===== src/rtl/cpm_pkg.sv =====
package cpm_pkg;
  typedef enum logic [1:0] {
    PH_IDLE    = 2'b00,
    PH_FAST    = 2'b01,
    PH_TOPOFF  = 2'b10,
    PH_TRICKLE = 2'b11
  } phase_e;

  typedef enum logic [1:0] {
    MD_LOW  = 2'b00,
    MD_MID  = 2'b01,
    MD_HIGH = 2'b10,
    MD_RSVD = 2'b11
  } mode_e;

  typedef enum logic [2:0] {
    PAT_OFF      = 3'd0,
    PAT_FAST     = 3'd1,
    PAT_TOPOFF   = 3'd2,
    PAT_TRK_MID  = 3'd3,
    PAT_TRK_LONG = 3'd4
  } pat_e;

  typedef enum logic {
    SEG_ON  = 1'b0,
    SEG_OFF = 1'b1
  } seg_e;

  function automatic pat_e trickle_pat(mode_e m);
    return (m == MD_MID) ? PAT_TRK_MID : PAT_TRK_LONG;
  endfunction

  function automatic logic is_pulsed(pat_e p);
    return (p == PAT_TOPOFF) || (p == PAT_TRK_MID) || (p == PAT_TRK_LONG);
  endfunction
endpackage


===== src/rtl/cpm_pattern_sel.sv =====
module cpm_pattern_sel
  import cpm_pkg::*;
(
  input  logic [1:0] phase_i,
  input  logic [1:0] mode_i,
  input  logic       inhibit_i,
  input  logic       pwrdn_i,
  output pat_e       pat_o
);
  phase_e ph;
  mode_e  md;

  assign ph = phase_e'(phase_i);
  assign md = mode_e'(mode_i);

  always_comb begin
    pat_o = PAT_OFF;
    if (!pwrdn_i) begin
      unique case (ph)
        PH_IDLE:    pat_o = PAT_OFF;
        PH_FAST:    pat_o = inhibit_i ? trickle_pat(md) : PAT_FAST;
        PH_TOPOFF:  pat_o = inhibit_i ? trickle_pat(md) : PAT_TOPOFF;
        PH_TRICKLE: pat_o = trickle_pat(md);
        default:    pat_o = PAT_OFF;
      endcase
    end
  end
endmodule


===== src/rtl/cpm_tick_div.sv =====
module cpm_tick_div #(
  parameter int PRESCALE = 8
) (
  input  logic clk_i,
  input  logic rst_ni,
  input  logic clr_i,
  output logic tick_o
);
  localparam int W = (PRESCALE > 1) ? $clog2(PRESCALE) : 1;
  localparam logic [W-1:0] LAST = W'(PRESCALE - 1);

  generate
    if (PRESCALE <= 1) begin : g_bypass
      assign tick_o = 1'b1;
    end else begin : g_count
      logic [W-1:0] cnt_q;
      assign tick_o = (cnt_q == LAST);
      always_ff @(posedge clk_i or negedge rst_ni) begin
        if (!rst_ni)                cnt_q <= '0;
        else if (clr_i || tick_o)   cnt_q <= '0;
        else                        cnt_q <= cnt_q + 1'b1;
      end
    end
  endgenerate
endmodule


===== src/rtl/cpm_seg_seq.sv =====
module cpm_seg_seq
  import cpm_pkg::*;
#(
  parameter int ON_TICKS           = 286,
  parameter int TOPOFF_OFF_TICKS   = 4290,
  parameter int TRK_MID_OFF_TICKS  = 8860,
  parameter int TRK_LONG_OFF_TICKS = 18000
) (
  input  logic clk_i,
  input  logic rst_ni,
  input  logic restart_i,
  input  logic active_i,
  input  pat_e pat_i,
  input  logic tick_i,
  output seg_e seg_o
);
  localparam int MAX_A = (ON_TICKS > TOPOFF_OFF_TICKS) ? ON_TICKS : TOPOFF_OFF_TICKS;
  localparam int MAX_B = (TRK_MID_OFF_TICKS > TRK_LONG_OFF_TICKS) ? TRK_MID_OFF_TICKS
                                                                  : TRK_LONG_OFF_TICKS;
  localparam int MAXT  = (MAX_A > MAX_B) ? MAX_A : MAX_B;
  localparam int W     = (MAXT > 1) ? $clog2(MAXT) : 1;

  localparam logic [W-1:0] ON_LAST   = W'(ON_TICKS - 1);
  localparam logic [W-1:0] TOP_LAST  = W'(TOPOFF_OFF_TICKS - 1);
  localparam logic [W-1:0] MID_LAST  = W'(TRK_MID_OFF_TICKS - 1);
  localparam logic [W-1:0] LONG_LAST = W'(TRK_LONG_OFF_TICKS - 1);

  seg_e         seg_q;
  logic [W-1:0] tcnt_q;
  logic [W-1:0] off_last;
  logic [W-1:0] seg_last;

  always_comb begin
    unique case (pat_i)
      PAT_TOPOFF:  off_last = TOP_LAST;
      PAT_TRK_MID: off_last = MID_LAST;
      default:     off_last = LONG_LAST;
    endcase
  end

  assign seg_last = (seg_q == SEG_ON) ? ON_LAST : off_last;

  always_ff @(posedge clk_i or negedge rst_ni) begin
    if (!rst_ni) begin
      seg_q  <= SEG_ON;
      tcnt_q <= '0;
    end else if (restart_i || !active_i) begin
      seg_q  <= SEG_ON;
      tcnt_q <= '0;
    end else if (tick_i) begin
      if (tcnt_q == seg_last) begin
        seg_q  <= (seg_q == SEG_ON) ? SEG_OFF : SEG_ON;
        tcnt_q <= '0;
      end else begin
        tcnt_q <= tcnt_q + 1'b1;
      end
    end
  end

  assign seg_o = seg_q;
endmodule


===== src/rtl/charge_pulse_mod.sv =====
module charge_pulse_mod
  import cpm_pkg::*;
#(
  parameter int PRESCALE           = 8,
  parameter int ON_TICKS           = 286,
  parameter int TOPOFF_OFF_TICKS   = 4290,
  parameter int TRK_MID_OFF_TICKS  = 8860,
  parameter int TRK_LONG_OFF_TICKS = 18000
) (
  input  logic       clk_i,
  input  logic       rst_ni,
  input  logic [1:0] phase_i,
  input  logic [1:0] mode_i,
  input  logic       inhibit_i,
  input  logic       pwrdn_i,
  output logic       chg_en_o
);
  pat_e pat_d, pat_q;
  seg_e seg;
  logic restart, active, tick;

  cpm_pattern_sel u_sel (
    .phase_i   (phase_i),
    .mode_i    (mode_i),
    .inhibit_i (inhibit_i),
    .pwrdn_i   (pwrdn_i),
    .pat_o     (pat_d)
  );

  always_ff @(posedge clk_i or negedge rst_ni) begin
    if (!rst_ni) pat_q <= PAT_OFF;
    else         pat_q <= pat_d;
  end

  assign restart = (pat_d != pat_q);
  assign active  = is_pulsed(pat_q);

  cpm_tick_div #(.PRESCALE(PRESCALE)) u_div (
    .clk_i  (clk_i),
    .rst_ni (rst_ni),
    .clr_i  (restart || !active),
    .tick_o (tick)
  );

  cpm_seg_seq #(
    .ON_TICKS           (ON_TICKS),
    .TOPOFF_OFF_TICKS   (TOPOFF_OFF_TICKS),
    .TRK_MID_OFF_TICKS  (TRK_MID_OFF_TICKS),
    .TRK_LONG_OFF_TICKS (TRK_LONG_OFF_TICKS)
  ) u_seq (
    .clk_i     (clk_i),
    .rst_ni    (rst_ni),
    .restart_i (restart),
    .active_i  (active),
    .pat_i     (pat_q),
    .tick_i    (tick),
    .seg_o     (seg)
  );

  assign chg_en_o = (pat_q == PAT_FAST) || (active && (seg == SEG_ON));
endmodule


===== config.mk =====
export PLATFORM = sky130hd
export DESIGN_NAME = charge_pulse_mod
export DESIGN_NICKNAME = d
export VERILOG_FILES = /design/src/rtl/cpm_pkg.sv /design/src/rtl/cpm_pattern_sel.sv /design/src/rtl/cpm_tick_div.sv /design/src/rtl/cpm_seg_seq.sv /design/src/rtl/charge_pulse_mod.sv
export SDC_FILE = /design/constraint.sdc
export NUM_CORES = 1
export LEC_CHECK = 0
export ABC_AREA = 1
export CORE_MARGIN = 10
export CORE_UTILIZATION = 40
export CTS_CLUSTER_SIZE = 8
export DETAILED_ROUTE_END_ITERATION = 6
export DONT_BUFFER_PORTS = 1
export PLACE_DENSITY = 0.64
export SYNTH_ARGS = -nofsm -noshare
export SYNTH_HDL_FRONTEND = slang
export SYNTH_SLANG_ARGS = --single-unit

===== constraint.sdc =====
create_clock -name clk_i -period 2.02 [get_ports clk_i]
set_input_delay 0.404 -clock clk_i [delete_from_list [all_inputs] [get_ports clk_i]]
set_output_delay 0.404 -clock clk_i [all_outputs]
set_load 0.02 [all_outputs]

==> flow_summary.toml <==
[outcome]
status = "complete, no violations"

[synth]
yosysTopAreaCellShare_pct = 32.9
ys_ff_latch = 22
syn_area_um2 = 1670
yosysSeqAreaShare_pct = 32.9
synth_nets = 262
syn-instance-count = 251
yosys-top-cells-area = "dfrtp_1 (33%), nand2_1 (16%), inv_1 (8.8%)"
synth_top_area_cell = "dfrtp_1"
avgSynthCellArea_um2 = 6.66
yosysUniqueCellTypes = 25
yosysWarnings = 0

[power]
p_leak_uw = 0.000957
ir_drop_mv = 0.330
powerDensity_nw_per_um2 = 484

[finish]
n_antenna_cell = 0
fillers = 419
drive_gt1_share_pct = 9.84
synthToLayoutAreaGrowth_pct = 7.04
final_common_cell = "nand2_1"
stdcell_count = 304
fin_util_pct = 44.4
final_cell_mix = "nand2_1 (73), inv_1 (39), nand3_1 (27)"
nets = 266

[floorplanning]
fp.dieH_um = 84.6
ios = 9
die-area_um2 = 7160
start_util_pct = 41.5
coreArea_um2 = 4030
rows = 23
die_x_um = 84.6

[worst_setup_path]
path_class = "flip-flop to output port"
arrival_ns = 1.36
startpoint_type = "flip-flop"
cp_max_fo = 6
rrSetupSlack_ns = 0.29
required_ns = 1.62
r2r-start = "pat_q[1]$_DFF_PN0_"
rr_worst_depth = 9
reg2reg_to = "u_seq.seg_o$_DFFE_PN0P_"
end_kind = "output port"

[sta]
fmax_mhz = 567
setup_tns_ns = 0
fin_crit_ns = 1.76
fin_skew_ns = 0.0129
tightest_slew_ns = 1.04
fin_crit_sh_pct = 87.2
timing.slew.headroom_pct = 30.6
rsz0062_at_grt = "false"
hold_violations = 0
holdWs_ns = 0.296
slew_viol_final = 0
setup_viol_count_final = 0

[routing]
drtPass1Iterations = 4
vias = 1520
drtIter0Drc = 106
viasPerCell = 5.00
routedWlPerCell_um = 12.4
finalWirelength_um = 3770
drtAntennaViolNets = 0
drc = 0

[clock_network]
root_buffer = "clkbuf_8"
cts_max_level = 1
clock_sinks = 22
max-clock-path-buffers = 2
clock_latency_ns = 0.28
cts_tree = "built"
hold_buffers = 1
cts_setup_buffers = 0
cts_buffers = 3
post_cts_resized = 0
clkTransAtPathRegs_ns = 0.09

[worst_hold_path]
hold_start = "pwrdn_i"
hold_end = "pat_q[1]$_DFF_PN0_"
holdPathStages = 3
min_path_type = "input pin to flip-flop"

[place]
dp_cells = 299
numPortBuffers = 0
hpwl_um = 2800
gp_congestion = 0.885

[global_routing]
grt_pass1_wl_um = 6800
gr-usage-all-layers_pct = 11.1
grt_max_degree = 23
antenna_found_initial = 0
grt_pass1_vias = 1493
grt_overflow = 0

[flow_run]
drv_cap = 0
-- worst max-delay path: stages, from the launching register on --
cell and delay [ns]:
dfrtp_1 0.49, inv_2 0.09, nor2_4 0.14, o21ai_0 0.11
o31ai_1 0.08, buf_4 0.18
-- cell type report --
type | count | area (um^2) | area share [%]
inverter | 41 | 154 | 8.60
multi-input combinational | 180 | 912 | 51.0
sequential | 22 | 551 | 30.8
clock buffer | 4 | 55.1 | 3.08
tap | 50 | 62.6 | 3.50
timing repair buffer | 7 | 55.1 | 3.08
-- kinds of logic after synthesis --
kind of cell    share of synthesized area (%)
simple gates                             42.9
buf+inv                                  12.5
flops                                    32.9
compound gates                           4.19
xor+xnor                                 5.24
fa+ha+maj                                2.25
-- metal layers --
layer,track usage [%],routed length [um],up-vias
li1,-,-,803
met1,13.9,1860,695
met2,18.1,1720,17
met3,2.80,131,5
met4,3.74,52,0
met5,0,0,-
-- sequential cells by signal (all words and copies together) (netlist names) --
signal / cells
pat_q: 3
u_seq.tcnt_q: 15
u_div.g_count.cnt_q: 3
u_seq.seg_o: 1
-- worst max path at each step --
stage	startpoint	endpoint	slack (ns)	cells after the start
after floorplan	u_div.g_count.cnt_q[0]$_DFF_PN0_	u_seq.tcnt_q[10]$_DFFE_PN0P_	0.54	7
after global placement	mode_i[1]	u_seq.seg_o$_DFFE_PN0P_	0.31	13
after detailed placement	mode_i[1]	u_seq.seg_o$_DFFE_PN0P_	0.29	13
after CTS	pat_q[1]$_DFF_PN0_	chg_en_o	0.25	5
after global routing	u_seq.seg_o$_DFFE_PN0P_	u_seq.seg_o$_DFFE_PN0P_	0.07	9
final	pat_q[1]$_DFF_PN0_	chg_en_o	0.26	5
-- per-stage QoR --
step	worst slack [ns]	instance area, um^2	total power (uW)
6_report	0.258	1790	866
5_1_grt	0.0652	1790	904
4_1_cts	0.245	1790	877
3_5_place_dp	0.289	1720	531
3_3_place_gp	0.311	1720	530
2_1_floorplan	0.538	1670	518
-- synth_stat cells, drive strengths merged --
library cell / instances
a21oi: 3
buf: 6
clkbuf: 2
dfrtp: 22
ha: 3
inv: 41
nand2: 76
nand3: 29
nand3b: 1
nand4: 17
nor2: 26
nor3: 5
o211ai: 1
o21ai: 8
o31ai: 1
xor2: 10
-- power breakdown --
group	internal, uW	total, uW	switching (uW)
Sequential	444	451	6.15
Clock	175	335	160
Combinational	25.0	80.9	55.9
Note: power is estimated with default switching activity, not from simulation.
